<file path="config.mk">
export PLATFORM = sky130hd
export DESIGN_NAME = otr_trainer
export DESIGN_NICKNAME = d
export VERILOG_FILES = /design/src/rtl/otr_pkg.sv /design/src/rtl/otr_match.sv /design/src/rtl/otr_occ_check.sv /design/src/rtl/otr_label_q.sv /design/src/rtl/otr_trainer.sv
export SDC_FILE = /design/constraint.sdc
export NUM_CORES = 2
export LEC_CHECK = 0
export BUFFER_PORTS_ARGS = -buffer_cell sky130_fd_sc_hd__buf_2
export CORE_UTILIZATION = 50
export CTS_CLUSTER_SIZE = 16
export DETAILED_ROUTE_END_ITERATION = 8
export GPL_TIMING_DRIVEN = 0
export PLACE_DENSITY = 0.66
export SETUP_SLACK_MARGIN = 0.15
export SLEW_MARGIN = 15
export SYNTH_ARGS = -nofsm -noshare
export SYNTH_HDL_FRONTEND = slang
export SYNTH_SLANG_ARGS = --single-unit
</file>
<file path="constraint.sdc">
create_clock -name clk -period 4.31 [get_ports clk]
set_input_delay 0.6465 -clock clk [delete_from_list [all_inputs] [get_ports clk]]
set_output_delay 0.6465 -clock clk [all_outputs]
set_load 0.1 [all_outputs]
</file>
<file path="src/rtl/otr_pkg.sv">
package otr_pkg;
  typedef enum logic [1:0] {
    ACC_LOAD  = 2'd0,
    ACC_STORE = 2'd1,
    ACC_WBACK = 2'd2,
    ACC_PREF  = 2'd3
  } acc_kind_e;

  function automatic logic is_demand(input logic [1:0] kind);
    return (kind == ACC_LOAD) || (kind == ACC_STORE);
  endfunction
endpackage

</file>
<file path="src/rtl/otr_match.sv">
module otr_match #(
  parameter int DEPTH = 16,
  parameter int TAG_W = 12,
  localparam int IDX_W = $clog2(DEPTH)
) (
  input  logic [DEPTH-1:0]            valid,
  input  logic [DEPTH-1:0][TAG_W-1:0] tags,
  input  logic [TAG_W-1:0]            key,
  output logic                        hit,
  output logic [IDX_W-1:0]            idx
);
  // slot 0 is newest; scan from oldest so the lowest matching index wins
  always_comb begin
    hit = 1'b0;
    idx = '0;
    for (int i = DEPTH - 1; i >= 0; i--) begin
      if (valid[i] && (tags[i] == key)) begin
        hit = 1'b1;
        idx = IDX_W'(i);
      end
    end
  end
endmodule

</file>
<file path="src/rtl/otr_occ_check.sv">
module otr_occ_check #(
  parameter int DEPTH = 16,
  parameter int CAP   = 2,
  localparam int IDX_W = $clog2(DEPTH),
  localparam int OCC_W = $clog2(CAP + 1)
) (
  input  logic                        en,
  input  logic [DEPTH-1:0][OCC_W-1:0] occ,
  input  logic [IDX_W-1:0]            upto,
  output logic                        room,
  output logic [DEPTH-1:0]            inc_mask
);
  logic [DEPTH-1:0] in_span;
  logic [DEPTH-1:0] at_cap;

  for (genvar g = 0; g < DEPTH; g++) begin : g_slot
    assign in_span[g] = (IDX_W'(g) <= upto);
    assign at_cap[g]  = (occ[g] >= OCC_W'(CAP));
  end

  assign room     = ~|(in_span & at_cap);
  assign inc_mask = (en && room) ? in_span : '0;
endmodule

</file>
<file path="src/rtl/otr_label_q.sv">
module otr_label_q #(
  parameter int PC_W = 16
) (
  input  logic            clk,
  input  logic            rst_n,
  input  logic            push,
  input  logic            a_v,
  input  logic [PC_W-1:0] a_pc,
  input  logic            a_c,
  input  logic            b_v,
  input  logic [PC_W-1:0] b_pc,
  input  logic            b_c,
  output logic            empty,
  output logic            out_valid,
  input  logic            out_ready,
  output logic [PC_W-1:0] out_pc,
  output logic            out_cached
);
  logic            v0, v1, c0, c1;
  logic [PC_W-1:0] pc0, pc1;

  always_ff @(posedge clk) begin
    if (!rst_n) begin
      v0 <= 1'b0; v1 <= 1'b0; c0 <= 1'b0; c1 <= 1'b0;
      pc0 <= '0;  pc1 <= '0;
    end else if (push) begin
      v0 <= a_v; pc0 <= a_pc; c0 <= a_c;
      v1 <= b_v; pc1 <= b_pc; c1 <= b_c;
    end else if (v0 && out_ready) begin
      v0 <= v1; pc0 <= pc1; c0 <= c1;
      v1 <= 1'b0;
    end
  end

  assign empty      = !v0;
  assign out_valid  = v0;
  assign out_pc     = pc0;
  assign out_cached = c0;

  p_hold_r9: assert property (@(posedge clk) disable iff (!rst_n)
    (out_valid && !out_ready) |=> (out_valid && $stable(out_pc) && $stable(out_cached)));
endmodule

</file>
<file path="src/rtl/otr_trainer.sv">
module otr_trainer #(
  parameter int PC_W  = 16,
  parameter int TAG_W = 12,
  parameter int DEPTH = 16,
  parameter int CAP   = 2,
  localparam int IDX_W = $clog2(DEPTH),
  localparam int OCC_W = $clog2(CAP + 1)
) (
  input  logic             clk,
  input  logic             rst_n,
  input  logic             acc_valid,
  output logic             acc_ready,
  input  logic [1:0]       acc_kind,
  input  logic [PC_W-1:0]  acc_pc,
  input  logic [TAG_W-1:0] acc_tag,
  output logic             lbl_valid,
  input  logic             lbl_ready,
  output logic [PC_W-1:0]  lbl_pc,
  output logic             lbl_cached
);
  import otr_pkg::*;

  logic [DEPTH-1:0]             h_valid, h_used;
  logic [DEPTH-1:0][PC_W-1:0]   h_pc;
  logic [DEPTH-1:0][TAG_W-1:0]  h_tag;
  logic [DEPTH-1:0][OCC_W-1:0]  h_occ;

  logic             q_empty, dem_acc, hit, room;
  logic [IDX_W-1:0] hit_idx;
  logic [DEPTH-1:0] inc_mask, used_upd;
  logic [DEPTH-1:0][OCC_W-1:0] occ_upd;
  logic             retire_lbl;

  assign acc_ready = q_empty;
  assign dem_acc   = acc_valid && acc_ready && is_demand(acc_kind);

  otr_match #(.DEPTH(DEPTH), .TAG_W(TAG_W)) u_match (
    .valid(h_valid), .tags(h_tag), .key(acc_tag), .hit(hit), .idx(hit_idx)
  );

  otr_occ_check #(.DEPTH(DEPTH), .CAP(CAP)) u_occ (
    .en(dem_acc && hit), .occ(h_occ), .upto(hit_idx), .room(room), .inc_mask(inc_mask)
  );

  for (genvar g = 0; g < DEPTH; g++) begin : g_upd
    assign occ_upd[g]  = h_occ[g] + OCC_W'(inc_mask[g]);
    assign used_upd[g] = h_used[g] | (hit && (hit_idx == IDX_W'(g)));
  end

  assign retire_lbl = h_valid[DEPTH-1] && !used_upd[DEPTH-1];

  // history: slot 0 newest, shifts toward DEPTH-1 on each demand access
  always_ff @(posedge clk) begin
    if (!rst_n) begin
      h_valid <= '0;
      h_used  <= '0;
      h_pc    <= '0;
      h_tag   <= '0;
      h_occ   <= '0;
    end else if (dem_acc) begin
      h_valid[0] <= 1'b1;
      h_used[0]  <= 1'b0;
      h_pc[0]    <= acc_pc;
      h_tag[0]   <= acc_tag;
      h_occ[0]   <= '0;
      for (int i = 1; i < DEPTH; i++) begin
        h_valid[i] <= h_valid[i-1];
        h_used[i]  <= used_upd[i-1];
        h_pc[i]    <= h_pc[i-1];
        h_tag[i]   <= h_tag[i-1];
        h_occ[i]   <= occ_upd[i-1];
      end
    end
  end

  logic            a_v, b_v, a_c, b_c;
  logic [PC_W-1:0] a_pc, b_pc;

  // reuse label goes first; a retire label follows it or stands alone
  always_comb begin
    a_v = 1'b0; a_pc = '0; a_c = 1'b0;
    b_v = 1'b0; b_pc = '0; b_c = 1'b0;
    if (hit) begin
      a_v = 1'b1; a_pc = h_pc[hit_idx]; a_c = room;
      b_v = retire_lbl; b_pc = h_pc[DEPTH-1];
    end else if (retire_lbl) begin
      a_v = 1'b1; a_pc = h_pc[DEPTH-1];
    end
  end

  otr_label_q #(.PC_W(PC_W)) u_lq (
    .clk(clk), .rst_n(rst_n), .push(dem_acc),
    .a_v(a_v), .a_pc(a_pc), .a_c(a_c),
    .b_v(b_v), .b_pc(b_pc), .b_c(b_c),
    .empty(q_empty),
    .out_valid(lbl_valid), .out_ready(lbl_ready),
    .out_pc(lbl_pc), .out_cached(lbl_cached)
  );

  p_bypass_r2: assert property (@(posedge clk) disable iff (!rst_n)
    (acc_valid && acc_ready && !is_demand(acc_kind)) |=>
      (!lbl_valid && $stable(h_valid) && $stable(h_tag) && $stable(h_occ)));

  for (genvar g = 0; g < DEPTH; g++) begin : g_cap
    p_occ_cap_r4: assert property (@(posedge clk) disable iff (!rst_n)
      h_occ[g] <= OCC_W'(CAP));
  end

  p_newest_zero_r6: assert property (@(posedge clk) disable iff (!rst_n)
    dem_acc |=> (h_valid[0] && h_occ[0] == '0 && h_tag[0] == $past(acc_tag)));

  p_retire_r7: assert property (@(posedge clk) disable iff (!rst_n)
    (dem_acc && h_valid[DEPTH-1] && !h_used[DEPTH-1] && !hit) |=>
      (lbl_valid && !lbl_cached && lbl_pc == $past(h_pc[DEPTH-1])));
endmodule

</file>
**Word-level counts from Yosys, hierarchy flattened**

Cells that the tools add are included.

- Add/sub/neg operators: 14
- Multipliers: 0
- Divide/modulo/power cells: 0
- Order comparisons: 32
- Eq/ne operators: 32
- Shift operators: 0
- Muxes and demuxes: 49
- Bitwise operators: 16
- Reduce and logical (&&, ||, !) cells: 46

Operator list:

| cell | number |
|---|---|
| $eq 12x12->1 | 16 |
| $mux 16 | 6 |
| $bmux 16 s4 | 1 |
| $mux 4 | 16 |
| $logic_and 1x1->1 | 38 |
| $eq 4x4->1 const B | 8 |
| $le 4x4->1 const A | 8 |
| $ge 2x2->1 const B | 14 |
| $add 2x1->2 | 13 |
| $mux 1 | 25 |
| $and 16x16->16 | 1 |
| $eq 4x3->1 const B | 4 |
| $le 3x4->1 const A | 4 |
| $reduce_or 16->1 | 1 |
| $mux 15 | 1 |
| $or 1x1->1 | 15 |
| $eq 4x2->1 const B | 2 |
| $le 1x4->1 const A | 2 |
| $le 2x4->1 const A | 2 |
| $lt 4x5->1 const B | 1 |
| $eq 4x1->1 const B | 1 |
| $logic_not 4->1 | 1 |
| $logic_not 1->1 | 3 |
| $add 1x1->2 | 1 |
| 5 further kinds | 5 |

- Register bits: 543
- Latch bits: 0
- Memory bits (writable): 0
- Memory bits (read-only): 0
- Output and inout bits: 19
- Word-level logic and storage cells: 243
- Memories kept: 0

**Depth between registers and ports, before layout**

- Depth in word-level cells: 26
- Mapped depth: 19

**Cells and area by module**

From an unflattened synthesis, not the netlist that was laid out.

- Cells, all modules: 3090
- Area, all modules: 26136.3 um^2

By module, submodules not included:

| module | instances | cells an instance | area an instance (um^2) | seq. area each (um^2) |
|---|---|---|---|---|
| otr_trainer | 1 | 2539 | 21496.9 | 10169.8 |
| otr_match | 1 | 328 | 2675.1 | 0.0 |
| otr_label_q | 1 | 160 | 1453.9 | 720.7 |
| otr_occ_check | 1 | 63 | 510.5 | 0.0 |

**Worst setup path after synthesis**

Ideal clock, no wire load.

- Kind: input port to flip-flop
- Start: in acc_tag[6]
- End: reg h_occ[9] (netlist bit)
- Arrival: 3710 ps
- Setup slack: 484 ps
- Stages: 19
- Path buffers: 4
- Cells stage by stage: buf_6 -> buf_6 -> xnor2_1 -> nand4_1 -> or4_4 -> a21oi_1 -> o21a_1 -> o21a_1 -> o21a_1 -> buf_4 -> nor2_1 -> a222oi_1 -> o211ai_2 -> buf_6 -> a21oi_1 -> ha_1 -> xnor2_1 -> nand2_1 -> o211a_1

- Cells in the longest elaborated chain, start to end: 25
- Elaborated cells between the ends (all ways): 87

RTL lines:

| element | RTL line | RTL |
|---|---|---|
| from (decl) | otr_trainer.sv:15 | `input logic [TAG_W-1:0] acc_tag,` |
| $eq 12x12->1 | otr_match.sv:17 | `if (valid[i] && (tags[i] == key)) begin` |
| $logic_and 1x1->1 | otr_match.sv:17 |  |
| $mux 4 (16 in series) | otr_match.sv:17 |  |
| $le 1x4->1, or another cell as far along | otr_occ_check.sv:17 | `assign in_span[g] = (IDX_W'(g) <= upto);` |
| $and 16x16->16 | otr_occ_check.sv:21 | `assign room = ~\|(in_span & at_cap);` |
| $reduce_or 16->1 | otr_occ_check.sv:21 |  |
| $logic_not 1->1 | otr_occ_check.sv:21 |  |
| $logic_and 1x1->1 | otr_occ_check.sv:22 | `assign inc_mask = (en && room) ? in_span : '0;` |
| $mux 15 * | otr_occ_check.sv:22 |  |
| $add 2x1->2 * | otr_trainer.sv:46 | `assign occ_upd[g] = h_occ[g] + OCC_W'(inc_mask[g]);` |
| to (signal, indexed assignment) | otr_trainer.sv:71 | `h_occ[i] <= occ_upd[i-1];` |
| to (decl) | otr_trainer.sv:26 | `logic [DEPTH-1:0][OCC_W-1:0] h_occ;` |

Every way passes the cells marked *; elsewhere a longest branch is shown, timed or not.
A chain may end at the register's enable or synchronous reset.

**Final worst setup path**

- Start: in acc_tag[3]
- End: reg u_lq.pc0[4], in the netlist u_lq.out_pc[4]

- Cells in the longest elaborated chain, start to end: 26
- Elaborated cells between the ends (all ways): 74

RTL lines:

| element | RTL line | RTL |
|---|---|---|
| $eq 12x12->1 | otr_match.sv:17 |  |
| $logic_and 1x1->1 | otr_match.sv:17 |  |
| $mux 4 (16 in series) | otr_match.sv:17 |  |
| $eq 4x4->1 | otr_trainer.sv:47 | `assign used_upd[g] = h_used[g] \| (hit && (hit_idx == IDX_W'(g)));` |
| $logic_and 1x1->1 | otr_trainer.sv:47 |  |
| $or 1x1->1 | otr_trainer.sv:47 |  |
| $logic_not 1->1 | otr_trainer.sv:50 | `assign retire_lbl = h_valid[DEPTH-1] && !used_upd[DEPTH-1];` |
| $logic_and 1x1->1 | otr_trainer.sv:50 |  |
| $mux 16 | otr_trainer.sv:86 | `end else if (retire_lbl) begin` |
| $mux 16 * | otr_trainer.sv:83 | `if (hit) begin` |
| $mux 16 * | otr_label_q.sv:26 | `end else if (push) begin` |
| to (signal assigned) | otr_label_q.sv:25 | `pc0 <= '0; pc1 <= '0;` |
| to (signal assigned) | otr_label_q.sv:27 | `v0 <= a_v; pc0 <= a_pc; c0 <= a_c;` |
| to (signal assigned) | otr_label_q.sv:30 | `v0 <= v1; pc0 <= pc1; c0 <= c1;` |
| to (decl) | otr_label_q.sv:20 | `logic [PC_W-1:0] pc0, pc1;` |

Every way passes the cells marked *; elsewhere a longest branch is shown, timed or not. The select of a mux whose other input is x is not followed.

==> run_results.csv <==
group,metric,value,unit
run_status,status,"finished, final reports clean",
worst_hold_path,hp-class,"in2reg",
placement,post-place-cells,3867,
global_routing,grt_max_degree,16,
placement,dpl.hpwl,69.5,mm
route,vias,23380,
global_routing,grt_use_total,0.353,
synthesis,synth_edf_count,0,
die,die_y,227,um
timing,finalHoldViolCount,0,
route,drt_iter0_drc,1962,
cts,cts.clk_slew.worst_paths,0.06,ns
cells_and_area,layout-drive-gt1-share,0.0766,
die,core,0.0494,sq mm
synthesis,synth-seq-cells,542,
route,routed_wl,90.2,mm
timing,setup-violations-final,0,
timing,fin_crit_sh,0.932,
power_and_ir_drop,peakVddDrop,0.000287,V
die,ios,53,
timing,fmax,249,MHz
die,fp.dieArea,0.0514,sq mm
placement,place.gp.congestion,1.03,
route,routedWlPerCell,22.7,um
worst_setup_path,start_kind,"primary input",
route,via_per_inst,5.87,
placement,dpl_cell_area,0.0263,sq mm
synthesis,yosys_warnings,0,
timing,finalSetupTns,0,ns
synthesis,synth_cell_type_count,75,
cells_and_area,syn_to_final_growth,13.2,%
timing,worst_slew_pin_slew,1.12,ns
die,num_rows,81,
timing,setup_slack,0.292,ns
timing,finalMaxSlewViolations,0,
worst_setup_path,path_delay_family,"compound AO/OA/AOI/OAI gates",
cells_and_area,diodes,0,
placement,port_buffers,37,
cts,root_buffer,"clkbuf_16",
power_and_ir_drop,leakage,9.34,nW
cts,h-tree-depth,2,
synthesis,synth_top_flop_cell,"dfxtp_1",
timing,relSlewSlack,0.256,
global_routing,grt_pass1_vias,22521,
placement,place_ws,-0.667,ns
global_routing,gr-total-overflow,0,
cells_and_area,stdcell_count,3980,
power_and_ir_drop,power,11.1,mW
global_routing,antenna_found_initial,0,
job,maxCapViolations,0,
worst_setup_path,cp_cell_sequence,"buf_6, buf_6, xnor2_1, nand4_1, or4_4, a21oi_1, o21a_1, o21a_1, o21a_1, or2_1, buf_4, buf_2, mux2i_1, o221ai_1, o21a_1",
worst_setup_path,required,4.83,ns
worst_setup_path,cpMostUsedCell,"o21a_1",
cts,cts_buffer_depth,3,
power_and_ir_drop,p_per_area,387,mW/mm^2
die,die_w,227,um
worst_setup_path,crit_slowest_cell,"or4_4",
global_routing,grt_pass1_wl,136,mm
worst_setup_path,crit_fanout,10,
cts,insertion_delay,0.64,ns
cts,numCtsBuffers,58,
route,first_pass_iters,6,
synthesis,netlist_instances,3165,
cts,clock-sinks,542,
cts,ctsHoldBuffers,0,
synthesis,synth_area,0.0252,sq mm
cells_and_area,nets,3319,
synthesis,syn_avg_cell_area,7.98,sq um
timing,rsz0062_at_grt,"false",
timing,finClkSkew,0.0133,ns
worst_setup_path,reg2reg_from,"h_tag[171]$_SDFFE_PN0P_",
synthesis,synth-seq-area-share,0.430,
worst_setup_path,arrival,4.53,ns
synthesis,synthArstFlopShare,0,
cells_and_area,final_area,0.0286,sq mm
worst_setup_path,crit_start,"acc_tag[3]",
timing,timing.hold.ws,0.266,ns
cells_and_area,final_util,0.579,
worst_setup_path,crit_buf_inv,4,
route,ant_nets,0,
die,initial_core_util,0.511,
cts,cts_tree,"done",
worst_setup_path,critPathKind,"in2reg",
timing,min_period,4.02,ns
route,drc,0,
worst_setup_path,max_stage_delay,0.57,ns
worst_setup_path,cp-end-kind,"flip-flop",
synthesis,synthesis.nets,3213,
worst_hold_path,hold_path_startpoint,"acc_pc[6]",
[per-layer routing]
metal / share of wire / routed length (um) / global-route usage / vias to the layer above
met4: 0.056 / 5040 / 0.188 / 0
met5: 0 / 0 / 0 / -
met3: 0.068 / 6140 / 0.0495 / 231
met1: 0.41 / 37100 / 0.442 / 11260
met2: 0.46 / 42000 / 0.585 / 958
li1: - / - / - / 10931
[state kept, by name (all words and copies together), names as in the netlist]
signal	count
u_lq.pc1	16
h_used	15
u_lq.v1	1
h_tag	192
h_valid	16
h_pc	256
u_lq.out_valid	1
u_lq.out_cached	1
u_lq.out_pc	16
h_occ	28
[tightest hold or removal path, stage by stage]
cell and delay (ns):
buf_2 0.10, nand2_1 0.04, a21boi_0 0.06
[power breakdown]
group          leakage, nW  switching, mW  internal, mW  total [mW]
combinational         3.96          0.458         0.189       0.647
sequential            4.37         0.0339          5.04        5.08
clock                 1.01           2.15          3.20        5.35
[area by class of cell]
class | count | area, sq um
inverter | 10 | 37.5
sequential | 542 | 10900
clock buffer | 80 | 1690
fill | 4604 | 20800
timing repair buffer | 46 | 250
multi-input combinational | 2365 | 13300
clock inverter | 25 | 354
buffer | 248 | 1220
tap | 664 | 831
[layout by cell type, fill, tap and decap left out, types with 13 or more instances in the layout]
cell type  Yosys  routed
nor2_1        66      66
o22a_1        13      13
clkinv_2       0      13
buf_4          6      13
buf_2          9      48
nand3_1       52      52
nand4_1       37      37
a21boi_0     159     159
clkbuf_16      0      59
o211a_1       15      15
clkbuf_1     191     197
a22oi_1       46      46
a21oi_1      356     356
buf_6         29      27
xnor2_1      198     196
nor2b_1       16      16
mux2i_1       40      40
dfxtp_1      542     542
nor3_1        35      34
o21ai_0       55      55
a31oi_1       17      16
clkbuf_8       0      13
nand2_1     1036    1035
a32oi_1       14      14
ha_1          14      14
[synthesized netlist by cell type, types with 13 or more instances]
| library cell | number | share of area |
|---|---|---|
| nand2_1 | 1036 | 0.15 |
| dfxtp_1 | 542 | 0.43 |
| a21oi_1 | 356 | 0.071 |
| xnor2_1 | 198 | 0.069 |
| clkbuf_1 | 191 | 0.028 |
| a21boi_0 | 159 | 0.047 |
| nor2_1 | 66 | 0.0098 |
| o21ai_0 | 55 | 0.011 |
| nand3_1 | 52 | 0.010 |
| a22oi_1 | 46 | 0.014 |
| mux2i_1 | 40 | 0.016 |
| nand4_1 | 37 | 0.0092 |
| nor3_1 | 35 | 0.0069 |
| buf_6 | 29 | 0.013 |
| a31oi_1 | 17 | 0.0042 |
| nor2b_1 | 16 | 0.0040 |
| o211a_1 | 15 | 0.0059 |
| a32oi_1 | 14 | 0.0049 |
| ha_1 | 14 | 0.0069 |
| o22a_1 | 13 | 0.0045 |
[final timing paths]
kind                                                     to  slack (ns)  depth (start not counted)
worst max-delay path            u_lq.out_pc[4]$_SDFFE_PN0P_        0.29                         15
worst min-delay path                   h_pc[6]$_SDFFE_PN0P_        0.27                          3
worst max register to register  u_lq.out_pc[4]$_SDFFE_PN0P_        0.31                         13
worst min register to register        h_occ[8]$_SDFFE_PN0P_        0.46                          2
[logic make-up after synthesis]
kind of cell	count (synthesis)	synth area share
compound gates	786	0.203
xor+xnor	205	0.0732
fa+ha+maj	14	0.00694
buf+inv	258	0.0490
flops	542	0.430
mux	52	0.0214
simple gates	1308	0.217
[repair_timing]
action,CTS,global route
setup buffers,1,7
setup endpoints to repair,38,34
resized for setup,9,28
endpoints found under the hold margin,0,0
pin swaps,1,9
No activity file was read; power rests on OpenSTA's default activity.
